==> src/rtl/tdt_pkg.sv <==
package tdt_pkg;

   typedef enum logic [1:0] {
      SEL_CTRL   = 2'd0,
      SEL_PERIOD = 2'd1,
      SEL_SCALE  = 2'd2,
      SEL_COUNT  = 2'd3
   } tdt_sel_e;

   localparam int CTRL_BITS = 4;

   typedef struct packed {
      logic flag;
      logic autold;
      logic en;
      logic pwr;
   } tdt_ctrl_t;

endpackage

==> src/rtl/tdt_regs.sv <==
module tdt_regs
   import tdt_pkg::*;
#(
   parameter int DATA_W = 32
) (
   input  logic              clk,
   input  logic              rst_n,
   input  logic              wr_ctrl,
   input  logic              wr_period,
   input  logic              wr_scale,
   input  logic [DATA_W-1:0] wdata,
   input  logic              expire,
   output tdt_ctrl_t         ctrl,
   output logic [DATA_W-1:0] period,
   output logic [DATA_W-1:0] scale
);

   always_ff @(posedge clk) begin
      if (!rst_n) begin
         ctrl   <= '0;
         period <= '0;
         scale  <= '0;
      end else begin
         if (wr_ctrl) begin
            ctrl.pwr    <= wdata[0];
            ctrl.en     <= wdata[1];
            ctrl.autold <= wdata[2];
            ctrl.flag   <= wdata[3] & ctrl.flag;
         end else if (expire) begin
            ctrl.flag   <= 1'b1;
         end
         if (wr_period) period <= wdata;
         if (wr_scale)  scale  <= wdata;
      end
   end

   // an expiry leaves the sticky flag set
   assert_flag_set_R9: assert property (@(posedge clk) disable iff (!rst_n)
      expire |=> ctrl.flag);

   // a control write with bit 3 clear leaves the flag clear
   assert_flag_clear_R9: assert property (@(posedge clk) disable iff (!rst_n)
      (wr_ctrl && !wdata[3]) |=> !ctrl.flag);

endmodule

==> src/rtl/tdt_prescale.sv <==
module tdt_prescale #(
   parameter int DATA_W       = 32,
   parameter bit HAS_PRESCALE = 1'b1
) (
   input  logic              clk,
   input  logic              rst_n,
   input  logic              active,
   input  logic              restart,
   input  logic [DATA_W-1:0] scale,
   output logic              tick
);

   generate
      if (HAS_PRESCALE) begin : g_div
         logic [DATA_W-1:0] div_q;
         logic              wrap;

         assign wrap = (div_q == scale);
         assign tick = active && wrap;

         always_ff @(posedge clk) begin
            if (!rst_n) begin
               div_q <= '0;
            end else if (restart || !active || wrap) begin
               div_q <= '0;
            end else begin
               div_q <= div_q + 1'b1;
            end
         end

         // the divider never runs past the programmed scale
         assert_div_bound_R4: assert property (@(posedge clk) disable iff (!rst_n)
            div_q <= scale);
      end else begin : g_nodiv
         logic unused_pre;
         assign unused_pre = ^{scale, restart, clk, rst_n};
         assign tick       = active;
      end
   endgenerate

endmodule

==> src/rtl/tdt_counter.sv <==
module tdt_counter #(
   parameter int DATA_W = 32
) (
   input  logic              clk,
   input  logic              rst_n,
   input  logic              run,
   input  logic              autold,
   input  logic              wr_ctrl,
   input  logic              wr_count,
   input  logic [DATA_W-1:0] wdata,
   input  logic [DATA_W-1:0] period,
   input  logic              tick,
   output logic [DATA_W-1:0] count,
   output logic              active,
   output logic              expire,
   output logic              irq
);

   logic done_q;
   logic at_zero;

   assign at_zero = (count == '0);
   assign active  = run && !done_q;
   assign expire  = active && at_zero && !wr_ctrl && !wr_count;

   always_ff @(posedge clk) begin
      if (!rst_n) begin
         count  <= '0;
         done_q <= 1'b0;
         irq    <= 1'b0;
      end else begin
         irq <= expire;
         if (wr_count) begin
            count <= wdata;
         end else if (expire && autold) begin
            count <= period;
         end else if (active && !at_zero && tick) begin
            count <= count - 1'b1;
         end
         if (wr_ctrl || wr_count) begin
            done_q <= 1'b0;
         end else if (expire && !autold) begin
            done_q <= 1'b1;
         end
      end
   end

   // no counting unless power and enable are both set
   assert_idle_hold_R3: assert property (@(posedge clk) disable iff (!rst_n)
      (!run && !wr_count) |=> $stable(count));

   // the count only moves on a prescaler tick, a write or an expiry
   assert_no_step_without_tick_R4: assert property (@(posedge clk) disable iff (!rst_n)
      (!wr_count && !expire && !tick) |=> $stable(count));

   // a one-shot expiry holds the count at zero
   assert_oneshot_hold_R5: assert property (@(posedge clk) disable iff (!rst_n)
      (irq && !autold) |-> at_zero);

   // an auto-reload expiry loads the period of the expiry cycle
   assert_reload_R6: assert property (@(posedge clk) disable iff (!rst_n)
      (irq && autold) |-> (count == $past(period)));

   // a count write wins over any internal update
   assert_write_wins_R10: assert property (@(posedge clk) disable iff (!rst_n)
      wr_count |=> (count == $past(wdata)));

endmodule

==> src/rtl/tick_down_timer.sv <==
module tick_down_timer
   import tdt_pkg::*;
#(
   parameter int DATA_W       = 32,
   parameter int ADDR_W       = 4,
   parameter bit HAS_PRESCALE = 1'b1
) (
   input  logic              clk,
   input  logic              rst_n,
   input  logic              bus_wr_en,
   input  logic [ADDR_W-1:0] bus_addr,
   input  logic [DATA_W-1:0] bus_wdata,
   output logic [DATA_W-1:0] bus_rdata,
   output logic              irq_out
);

   localparam int PAD_W = DATA_W - CTRL_BITS;

   generate
      if (DATA_W < 8) begin : g_bad_width
         $error("tick_down_timer: DATA_W must be at least 8");
      end
      if (ADDR_W < 4) begin : g_bad_addr
         $error("tick_down_timer: ADDR_W must be at least 4");
      end
   endgenerate

   tdt_sel_e          sel;
   logic              wr_ctrl, wr_period, wr_scale, wr_count;
   tdt_ctrl_t         ctrl;
   logic [DATA_W-1:0] period, scale, count;
   logic              active, expire, tick, irq;
   logic              unused_addr;

   assign sel         = tdt_sel_e'(bus_addr[3:2]);
   assign unused_addr = ^{bus_addr[1:0], bus_addr[ADDR_W-1:2]};

   assign wr_ctrl   = bus_wr_en && (sel == SEL_CTRL);
   assign wr_period = bus_wr_en && (sel == SEL_PERIOD);
   assign wr_scale  = bus_wr_en && (sel == SEL_SCALE);
   assign wr_count  = bus_wr_en && (sel == SEL_COUNT);

   tdt_regs #(.DATA_W(DATA_W)) i_regs (
      .clk       (clk),
      .rst_n     (rst_n),
      .wr_ctrl   (wr_ctrl),
      .wr_period (wr_period),
      .wr_scale  (wr_scale),
      .wdata     (bus_wdata),
      .expire    (expire),
      .ctrl      (ctrl),
      .period    (period),
      .scale     (scale)
   );

   tdt_prescale #(.DATA_W(DATA_W), .HAS_PRESCALE(HAS_PRESCALE)) i_pre (
      .clk     (clk),
      .rst_n   (rst_n),
      .active  (active),
      .restart (wr_scale || wr_count || expire),
      .scale   (scale),
      .tick    (tick)
   );

   tdt_counter #(.DATA_W(DATA_W)) i_cnt (
      .clk      (clk),
      .rst_n    (rst_n),
      .run      (ctrl.pwr && ctrl.en),
      .autold   (ctrl.autold),
      .wr_ctrl  (wr_ctrl),
      .wr_count (wr_count),
      .wdata    (bus_wdata),
      .period   (period),
      .tick     (tick),
      .count    (count),
      .active   (active),
      .expire   (expire),
      .irq      (irq)
   );

   always_comb begin
      unique case (sel)
         SEL_CTRL:   bus_rdata = {{PAD_W{1'b0}}, ctrl};
         SEL_PERIOD: bus_rdata = period;
         SEL_SCALE:  bus_rdata = scale;
         default:    bus_rdata = count;
      endcase
   end

   assign irq_out = irq;

   // the request never appears without the sticky flag
   assert_irq_has_flag_R8: assert property (@(posedge clk) disable iff (!rst_n)
      irq_out |-> ctrl.flag);

   // a one-shot expiry keeps power and enable set
   assert_oneshot_enabled_R5: assert property (@(posedge clk) disable iff (!rst_n)
      (irq_out && !ctrl.autold) |-> (ctrl.pwr && ctrl.en));

endmodule

==> config.mk <==
export PLATFORM = sky130hd
export DESIGN_NAME = tick_down_timer
export DESIGN_NICKNAME = d
export VERILOG_FILES = /design/src/rtl/tdt_pkg.sv /design/src/rtl/tdt_regs.sv /design/src/rtl/tdt_prescale.sv /design/src/rtl/tdt_counter.sv /design/src/rtl/tick_down_timer.sv
export SDC_FILE = /design/constraint.sdc
export NUM_CORES = 1
export LEC_CHECK = 0
export BUFFER_PORTS_ARGS = -buffer_cell sky130_fd_sc_hd__buf_2
export CAP_MARGIN = 10
export CORE_MARGIN = 1
export CORE_UTILIZATION = 59
export DETAILED_ROUTE_END_ITERATION = 7
export PLACE_DENSITY = 0.79
export SETUP_SLACK_MARGIN = 0.02
export SYNTH_ARGS = -nofsm -noshare
export SYNTH_HDL_FRONTEND = slang
export SYNTH_SLANG_ARGS = --single-unit
export TNS_END_PERCENT = 100
==> constraint.sdc <==
create_clock -name clk -period 2.9 [get_ports clk]
set_input_delay 0.58 -clock clk [delete_from_list [all_inputs] [get_ports clk]]
set_output_delay 0.58 -clock clk [all_outputs]
set_load 0.05 [all_outputs]
==> results_tabular.tex, run 1 <==
\begin{tabular}{lr}
\hline
Metric & Value \\
\hline
\multicolumn{2}{l}{\textbf{Run status}} \\
\quad Status & finished, final reports clean \\
\multicolumn{2}{l}{\textbf{Global routing}} \\
\quad Sum of overflow across all layers after global routing & 0 \\
\quad Number of antenna violations at the first check in global routing & 0 \\
\quad Wire length of the first global-routing pass & 34200 um \\
\quad Number of global-route vias before repair & 6438 \\
\quad Total Routing Usage GR & 33.67\% \\
\quad Pin count of the biggest net entering global routing & 80 \\
\multicolumn{2}{l}{\textbf{Floorplan}} \\
\quad X dimension of the die & between 100 and 150 um \\
\quad Die Outline Area & 13370 um\^{}2 \\
\quad Number of primary I/O pins & slightly above 70 \\
\quad Number of cell rows & 41 \\
\quad Initial Util & between 60 and 70\% \\
\quad Die height & 115.6 um \\
\quad Area of the core region & 12620 um\^{}2 \\
\multicolumn{2}{l}{\textbf{Yosys}} \\
\quad Post-synthesis mux area share & 5.583\% \\
\quad Combinational family with the most area after synthesis & simple AND/OR/NAND/NOR gates \\
\quad Sequential fraction of the synthesis area & 35.21\% \\
\quad Yosys reg bits & 134 \\
\quad Average cell area after synthesis & 8.300 um\^{}2 \\
\quad Count of synthesis-stage warnings from yosys & 0 \\
\quad Parity-gate share of the synthesized area counting xor and xnor cells & under 10\% \\
\quad Post-synthesis net count & 960 \\
\quad Number of distinct library cells after synthesis & 61 \\
\quad Simple-Gate Fraction of Synth Area & 23.51\% \\
\quad Area fraction in compound gates after synthesis & 20.84\% \\
\quad Number of synthesized flops with an enable pin & 0 \\
\quad Gate count after technology mapping & between 900 and 1k \\
\quad Share of synthesized registers carrying an async set or reset & 0\% \\
\quad Adder-cell area share of the yosys netlist & 0.4926\% \\
\quad Combined area of all synthesized cells & 7620 um\^{}2 \\
\quad Post-synth top flop & sky130\_fd\_sc\_hd\_\_dfxtp\_1 \\
\multicolumn{2}{l}{\textbf{Power}} \\
\quad Leakage power of the design & approximately 3.3 nW \\
\quad Proportion of power drawn by the clock network & 47.1\% \\
\quad Internal portion of total power & 3.917 mW \\
\quad Share of total power in sequential cells & 37.1\% \\
\quad Power Dens Cells & $\sim$600 nW/um\^{}2 \\
\quad Fraction of power consumed by combinational cells & 15.7\% \\
\quad Largest voltage drop on the vdd net & 0.3536 mV \\
\quad NetSw & between 1 and 1.5 mW \\
\quad Sw Ratio & 26.15\% \\
\multicolumn{2}{l}{\textbf{Cells and area}} \\
\quad Count of antenna diodes in the layout & 0 \\
\quad Area used by multi-input combinational logic & 4607 um\^{}2 \\
\quad Area used by sequential logic in the layout & between 2000 and 3000 um\^{}2 \\
\quad Layout cells sized above 1 & 19.16\% \\
\quad Final layout net count & 1005 \\
\quad Most used cells in the layout excluding fill and tap cells & sky130\_fd\_sc\_hd\_\_nand2\_1, sky130\_fd\_sc\_hd\_\_dfxtp\_1, sky130\_fd\_sc\_hd\_\_buf\_2 \\
\quad Most common library cell in the layout ignoring fill and taps & sky130\_fd\_sc\_hd\_\_nand2\_1 \\
\quad Signed area change from the synthesized netlist to the final layout & 16.08\% \\
\quad Number of fill cells in the layout & 1018 \\
\quad Final instance count without filler cells & about 1.1k \\
\multicolumn{2}{l}{\textbf{Place}} \\
\quad Buffers added on ports & 69 \\
\quad Number of cells in the design after placement & between 1k and 1.5k \\
\quad Gp weighted congestion & 0.8865 \\
\quad Total half-perimeter wirelength after legalization and detailed placement & between 15000 and 20000 um \\
\multicolumn{2}{l}{\textbf{Clock network}} \\
\quad Number of setup buffers added after CTS & 0 \\
\quad Total number of clock tree sinks & 134 \\
\quad Clock tree from TritonCTS & done \\
\quad Number of buffers added by the clock tree synthesis step & 17 \\
\quad Post-cts repair resize count & 0 \\
\quad H-Tree Level Count & 4 \\
\quad Buffers from clock root to sink, at most & 2 \\
\quad Clock-pin slew on the worst setup and hold paths & $\sim$60 ps \\
\quad Number of hold buffers added after CTS & 0 \\
\quad Clk Tree Root Cell & sky130\_fd\_sc\_hd\_\_clkbuf\_16 \\
\quad Clk\_lat worst skew & 420 ps \\
\multicolumn{2}{l}{\textbf{STA}} \\
\quad Slew Viols, Final & 0 \\
\quad Final-layout setup total negative slack & 0 ps \\
\quad Time the worst path needs with I/O delays and setup & 2697 ps \\
\quad Max frequency & 370.7 MHz \\
\quad RSZ-0062 raised after global routing & no \\
\quad Number of endpoints with negative hold slack in the final report & 0 \\
\quad Final Skew & 5.986 ps \\
\quad Number of setup violations in the final report & 0 \\
\quad Slew of the pin with the lowest slew margin & 643.0 ps \\
\quad Post-route fraction of the period consumed by the critical path & 93.01\% \\
\quad Worst slew slack as a fraction of its limit & between 50\% and 60\% \\
\multicolumn{2}{l}{\textbf{Critical path}} \\
\quad Category of the most critical setup path & flop to flop \\
\quad Data required time at the worst endpoint & 3210 ps \\
\quad Capturing element type of the critical path & flop \\
\quad Critical path's largest stage delay & approximately 670 ps \\
\quad Slowest cell on crit path & sky130\_fd\_sc\_hd\_\_or4\_1 \\
\quad Largest fanout on the critical path & 11 \\
\quad Critical path data arrival time & 3000 ps \\
\quad WP buf/inv & 0 \\
\quad Critical-path cell list & or4\_1, or3\_1, o41ai\_1, o311ai\_0, o211ai\_1, a31oi\_1 \\
\quad Gate family responsible for the most delay along the worst path & simple AND/OR/NAND/NOR gates \\
\quad Element type at the critical path start & flop \\
\multicolumn{2}{l}{\textbf{Routing}} \\
\quad Antenna-violating nets left & 0 \\
\quad Routed WL per cell & 18.89 um \\
\quad Total number of vias & 7003 \\
\quad Number of detailed-route iterations in the first pass & 7 \\
\quad DRC errors left & 0 \\
\quad Total wirelength of the detailed-routed design & 21690 um \\
\quad Initial detailed-routing violation count & 688 \\
\quad Routed vias/inst & 6.100 \\
\multicolumn{2}{l}{\textbf{Worst hold path}} \\
\quad Class of the worst hold path & input port to flop \\
\multicolumn{2}{l}{\textbf{Flow run}} \\
\quad Max capacitance violation total & 0 \\
\hline
\end{tabular}
final timing paths:
check             slack, ps              start                end  cells past startpoint
setup / recovery        200     i_cnt.count[4]    i_cnt.count[27]                      6
hold reg to reg         470  i_regs.period[18]  i_regs.period[18]                      2
setup reg to reg        200     i_cnt.count[4]    i_cnt.count[27]                      6
hold / removal          440      bus_wdata[26]  i_regs.period[26]                      3
power groups by stage:
| stage | combinational, mW | clock, mW | sequential (mW) |
|---|---|---|---|
| floorplan | 0.617 | 0 | 1.98 |
| global placement | 0.802 | 0 | 2.00 |
| detailed placement | 0.812 | 0 | 2.01 |
| CTS | 0.821 | 2.52 | 1.97 |
| global route | 0.897 | 2.61 | 1.98 |
| finish | 0.835 | 2.50 | 1.97 |
registers in the layout (all words and copies together) (netlist names):
register           cells
i_cnt.count           32
i_cnt.done_q           1
i_pre.g_div.div_q     32
i_regs.scale          32
i_cnt.irq              1
i_regs.ctrl            4
i_regs.period         32
cells by family after synthesis:
logic type | count (synthesis)
DFF | 134
and+or+nand+nor | 367
muxes | 34
AOI/OAI and AO/OA | 213
xor gates and xnor gates | 87
adders and majority gates | 3
buffers and inverters | 80
final cells by class:
type	instances	area share, %
clock inverters	12	2.518
clock buffers	20	5.277
repair buffers	100	7.101
flip-flops and latches	134	30.33
well taps	172	2.433
inverters	6	0.2546
multi-input cells	704	52.09
through the flow:
step                instance area (um^2)  utilization, %  power, mW  setup WS, ps  hold slack, ps
detailed placement                  8155           64.62      2.817         277.2           466.9
finish                              8845           70.09      5.304         202.7           440.1
floorplan                           7620               -      2.598         259.1           450.9
global route                        8845           70.09      5.482         23.01           431.6
global placement                    8155           64.62      2.805         316.7           459.0
CTS                                 8845           70.09      5.306         190.7           428.4
per-layer routing:
layer | track usage, % | vias to the layer above | wire length, um | part of all wire [%]
li1 | - | 3359 | - | -
met1 | 46.93 | 3272 | 9336 | 43
met2 | 51.22 | 324 | 9766 | 45
met3 | 6.538 | 48 | 1944 | 9.0
met4 | 13.68 | 0 | 641 | 3.0
met5 | 0 | - | 0 | 0
cell usage after synthesis, types with 21 or more instances:
cell type	number	share of area (%)
sky130_fd_sc_hd__xnor2_1	61	7.0
sky130_fd_sc_hd__clkbuf_1	56	2.8
sky130_fd_sc_hd__a31oi_1	27	2.2
sky130_fd_sc_hd__o31ai_1	27	2.7
sky130_fd_sc_hd__dfxtp_1	134	35
sky130_fd_sc_hd__a21boi_0	66	6.5
sky130_fd_sc_hd__mux2_2	28	4.1
sky130_fd_sc_hd__xor2_1	26	3.0
sky130_fd_sc_hd__nor2_1	56	2.8
sky130_fd_sc_hd__a22o_1	28	3.2
sky130_fd_sc_hd__nand2_1	188	9.3
sky130_fd_sc_hd__nand3_1	21	1.4
tightest hold or removal path: stages:
cell                       delay (ps)
sky130_fd_sc_hd__buf_2            120
sky130_fd_sc_hd__nand2_1           50
sky130_fd_sc_hd__a21boi_0          60
Power figures use the tool's default switching activity.
==> run 2, diff against run 1 <==
CELL_PAD_IN_SITES_DETAIL_PLACEMENT = 0   (was not set)
CELL_PAD_IN_SITES_GLOBAL_PLACEMENT = 1   (was not set)
CORE_UTILIZATION = 45   (was 59)
PLACE_DENSITY = not set   (was 0.79)
PLACE_DENSITY_LB_ADDON = 0.1   (was not set)
==> results_tabular.tex, run 2 (synthesis gave the netlist of run 1 again) <==
\begin{tabular}{lr}
\hline
Metric & Value \\
\hline
\multicolumn{2}{l}{\textbf{STA}} \\
\quad Time the worst path needs with I/O delays and setup & 2692 ps (-5.296 ps) \\
\quad Number of setup violations in the final report & 0 (unchanged) \\
\quad Slew Viols, Final & 0 (unchanged) \\
\quad Number of endpoints with negative hold slack in the final report & 0 (unchanged) \\
\quad Slew of the pin with the lowest slew margin & 749.3 ps (+106.3 ps) \\
\quad Final-layout setup total negative slack & 0 ps (unchanged) \\
\quad Final worst setup slack & 208.0 ps (+5.296 ps) \\
\quad Worst slew slack as a fraction of its limit & 50.05\% (-7.0 points) \\
\quad RSZ-0062 raised after global routing & no \\
\quad Post-route fraction of the period consumed by the critical path & 92.83\% (-0.18 points) \\
\quad Max frequency & 371.5 MHz (+0.20\%) \\
\quad Final Skew & 7.289 ps (+1.304 ps) \\
\multicolumn{2}{l}{\textbf{Place}} \\
\quad Post-placement cell area & 8325 um\^{}2 (+2.1\%) \\
\quad Pre-CTS worst setup slack & 207.6 ps (-69.56 ps) \\
\quad Buffers added on ports & 69 (unchanged) \\
\quad Gp weighted congestion & 0.8617 (-2.8\%) \\
\quad Total half-perimeter wirelength after legalization and detailed placement & 16600 um (+9.7\%) \\
\multicolumn{2}{l}{\textbf{Routing}} \\
\quad Total wirelength of the detailed-routed design & 24150 um (+11\%) \\
\quad Routed WL per cell & 20.06 um (+6.2\%) \\
\quad Total number of vias & 7072 (+0.99\%) \\
\quad Number of detailed-route iterations in the first pass & 5 (-2) \\
\quad Routed vias/inst & 5.874 (-3.7\%) \\
\quad Antenna-violating nets left & 0 (unchanged) \\
\quad Initial detailed-routing violation count & 527 (-23\%) \\
\quad DRC errors left & 0 (unchanged) \\
\multicolumn{2}{l}{\textbf{Cells and area}} \\
\quad Most used cells in the layout excluding fill and tap cells & sky130\_fd\_sc\_hd\_\_nand2\_1, sky130\_fd\_sc\_hd\_\_dfxtp\_1, sky130\_fd\_sc\_hd\_\_buf\_2 \\
\quad Layout cells sized above 1 & 19.82\% (+0.66 points) \\
\quad Final layout net count & 1013 (+0.80\%) \\
\quad End-of-flow core utilization & 53.83\% (-16 points) \\
\quad Final Cell Area & 8926 um\^{}2 (+0.92\%) \\
\quad Count of antenna diodes in the layout & 0 (unchanged) \\
\quad Most common library cell in the layout ignoring fill and taps & sky130\_fd\_sc\_hd\_\_nand2\_1 \\
\quad Signed area change from the synthesized netlist to the final layout & 17.14\% \\
\multicolumn{2}{l}{\textbf{Critical path}} \\
\quad Critical path's largest stage delay & 690 ps (+20 ps) \\
\quad Gate family responsible for the most delay along the worst path & simple AND/OR/NAND/NOR gates \\
\quad Slowest cell on crit path & sky130\_fd\_sc\_hd\_\_or4\_1 \\
\quad Data required time at the worst endpoint & 3210 ps (about the same) \\
\quad Critical-path cell list & or4\_1, or3\_1, nor4\_1, xnor2\_1, a21oi\_1, o221a\_1 \\
\quad Slack of the worst reg-to-reg path & 210 ps (about the same) \\
\quad Category of the most critical setup path & flop to flop \\
\quad WP buf/inv & 0 (unchanged) \\
\quad Critical path data arrival time & 3000 ps (about the same) \\
\quad Capturing element type of the critical path & flop \\
\quad Element type at the critical path start & flop \\
\quad Largest fanout on the critical path & 11 (unchanged) \\
\multicolumn{2}{l}{\textbf{Clock network}} \\
\quad Clk Tree Root Cell & sky130\_fd\_sc\_hd\_\_clkbuf\_16 \\
\quad Number of hold buffers added after CTS & 0 (unchanged) \\
\quad Clk\_lat worst skew & 420 ps (about the same) \\
\quad Total number of clock tree sinks & 134 (unchanged) \\
\quad Number of buffers added by the clock tree synthesis step & 17 (unchanged) \\
\quad Post-cts repair resize count & 0 (unchanged) \\
\quad Clock-pin slew on the worst setup and hold paths & 60 ps (about the same) \\
\quad H-Tree Level Count & 4 (unchanged) \\
\quad Buffers from clock root to sink, at most & 2 (unchanged) \\
\quad Clock tree from TritonCTS & done \\
\quad Number of setup buffers added after CTS & 0 (unchanged) \\
\multicolumn{2}{l}{\textbf{Global routing}} \\
\quad Wire length of the first global-routing pass & 38280 um (+12\%) \\
\quad Number of antenna violations at the first check in global routing & 0 (unchanged) \\
\quad Total Routing Usage GR & 28.34\% (-5.3 points) \\
\quad Sum of overflow across all layers after global routing & 0 (unchanged) \\
\quad Number of global-route vias before repair & 6820 (+5.9\%) \\
\quad Pin count of the biggest net entering global routing & 71 (-11\%) \\
\multicolumn{2}{l}{\textbf{Power}} \\
\quad Fraction of power consumed by combinational cells & 17.1\% (+1.4 points) \\
\quad Internal portion of total power & 3.610 mW (-7.8\%) \\
\quad Leakage power of the design & 3.362 nW (+0.67\%) \\
\quad Sw Ratio & 28.33\% (+2.2 points) \\
\quad Power Dens Cells & 564.3 nW/um\^{}2 (-5.9\%) \\
\quad Largest voltage drop on the vdd net & 0.4833 mV (+37\%) \\
\quad NetSw & 1.427 mW (+2.9\%) \\
\quad Total power & 5.037 mW (-5.0\%) \\
\quad Proportion of power drawn by the clock network & 43.8\% (-3.3 points) \\
\quad Share of total power in sequential cells & 39.1\% (+2.0 points) \\
\multicolumn{2}{l}{\textbf{Floorplan}} \\
\quad Die height & 132.1 um (+14\%) \\
\quad Area of the core region & 16580 um\^{}2 (+31\%) \\
\quad Die Outline Area & 17460 um\^{}2 (+31\%) \\
\quad Number of cell rows & 47 (+15\%) \\
\quad X dimension of the die & 132.1 um (+14\%) \\
\quad Initial Util & 45.95\% (-14 points) \\
\quad Number of primary I/O pins & 72 (unchanged) \\
\multicolumn{2}{l}{\textbf{Flow run}} \\
\quad Max capacitance violation total & 0 (unchanged) \\
\multicolumn{2}{l}{\textbf{Run status}} \\
\quad Status & finished, final reports clean \\
\multicolumn{2}{l}{\textbf{Worst hold path}} \\
\quad Class of the worst hold path & input port to flop \\
\hline
\end{tabular}
[run 2: area by class of cell]
class / count / area (um^2)
flip-flops and latches: 134 / 2683
clock buffers: 21 / 480.5
clock inverters: 11 / 120.1
fillers: 1581 / 7657
multi-input cells: 704 / 4607
inverters: 6 / 22.52
well taps: 220 / 275.3
repair buffers: 108 / 738.2
[run 2: per-stage QoR]
stage | hold WS (ps) | cells
global route | 429.6 | 1204
global placement | 462.5 | 1172
floorplan | 450.9 | 918
detailed placement | 475.8 | 1172
CTS | 421.7 | 1204
finish | 428.6 | 1204
[run 2: layer usage]
| layer | wire length [um] | up-vias | GRT usage [%] |
|---|---|---|---|
| met3 | 1565 | 27 | 6.113 |
| li1 | - | 3371 | - |
| met5 | 0 | - | 0 |
| met1 | 10860 | 3428 | 38.72 |
| met2 | 11170 | 246 | 44.09 |
| met4 | 561 | 0 | 9.819 |
[run 2: power by group through the flow]
stage	logic, mW	registers [mW]	clock network [mW]
2_1_floorplan	0.617	1.98	0
3_3_place_gp	0.840	2.01	0
3_5_place_dp	0.853	2.01	0
4_1_cts	0.856	1.97	2.23
5_1_grt	0.934	1.98	2.32
6_report	0.860	1.97	2.21
[run 2: worst paths after layout]
path                            cells past startpoint               from                 to
worst max-delay path                                6     i_cnt.count[3]    i_cnt.count[29]
worst min register to register                      2  i_regs.period[31]  i_regs.period[31]
worst max register to register                      6     i_cnt.count[3]    i_cnt.count[29]
worst min-delay path                                3      bus_wdata[16]   i_regs.scale[16]
[run 2: tightest hold or removal path, delay by kind of cell]
| kind | cells | cell delay (ps) |
|---|---|---|
| simple gates | 1 | 50 |
| buf+inv | 1 | 110 |
| compound gates | 1 | 60 |
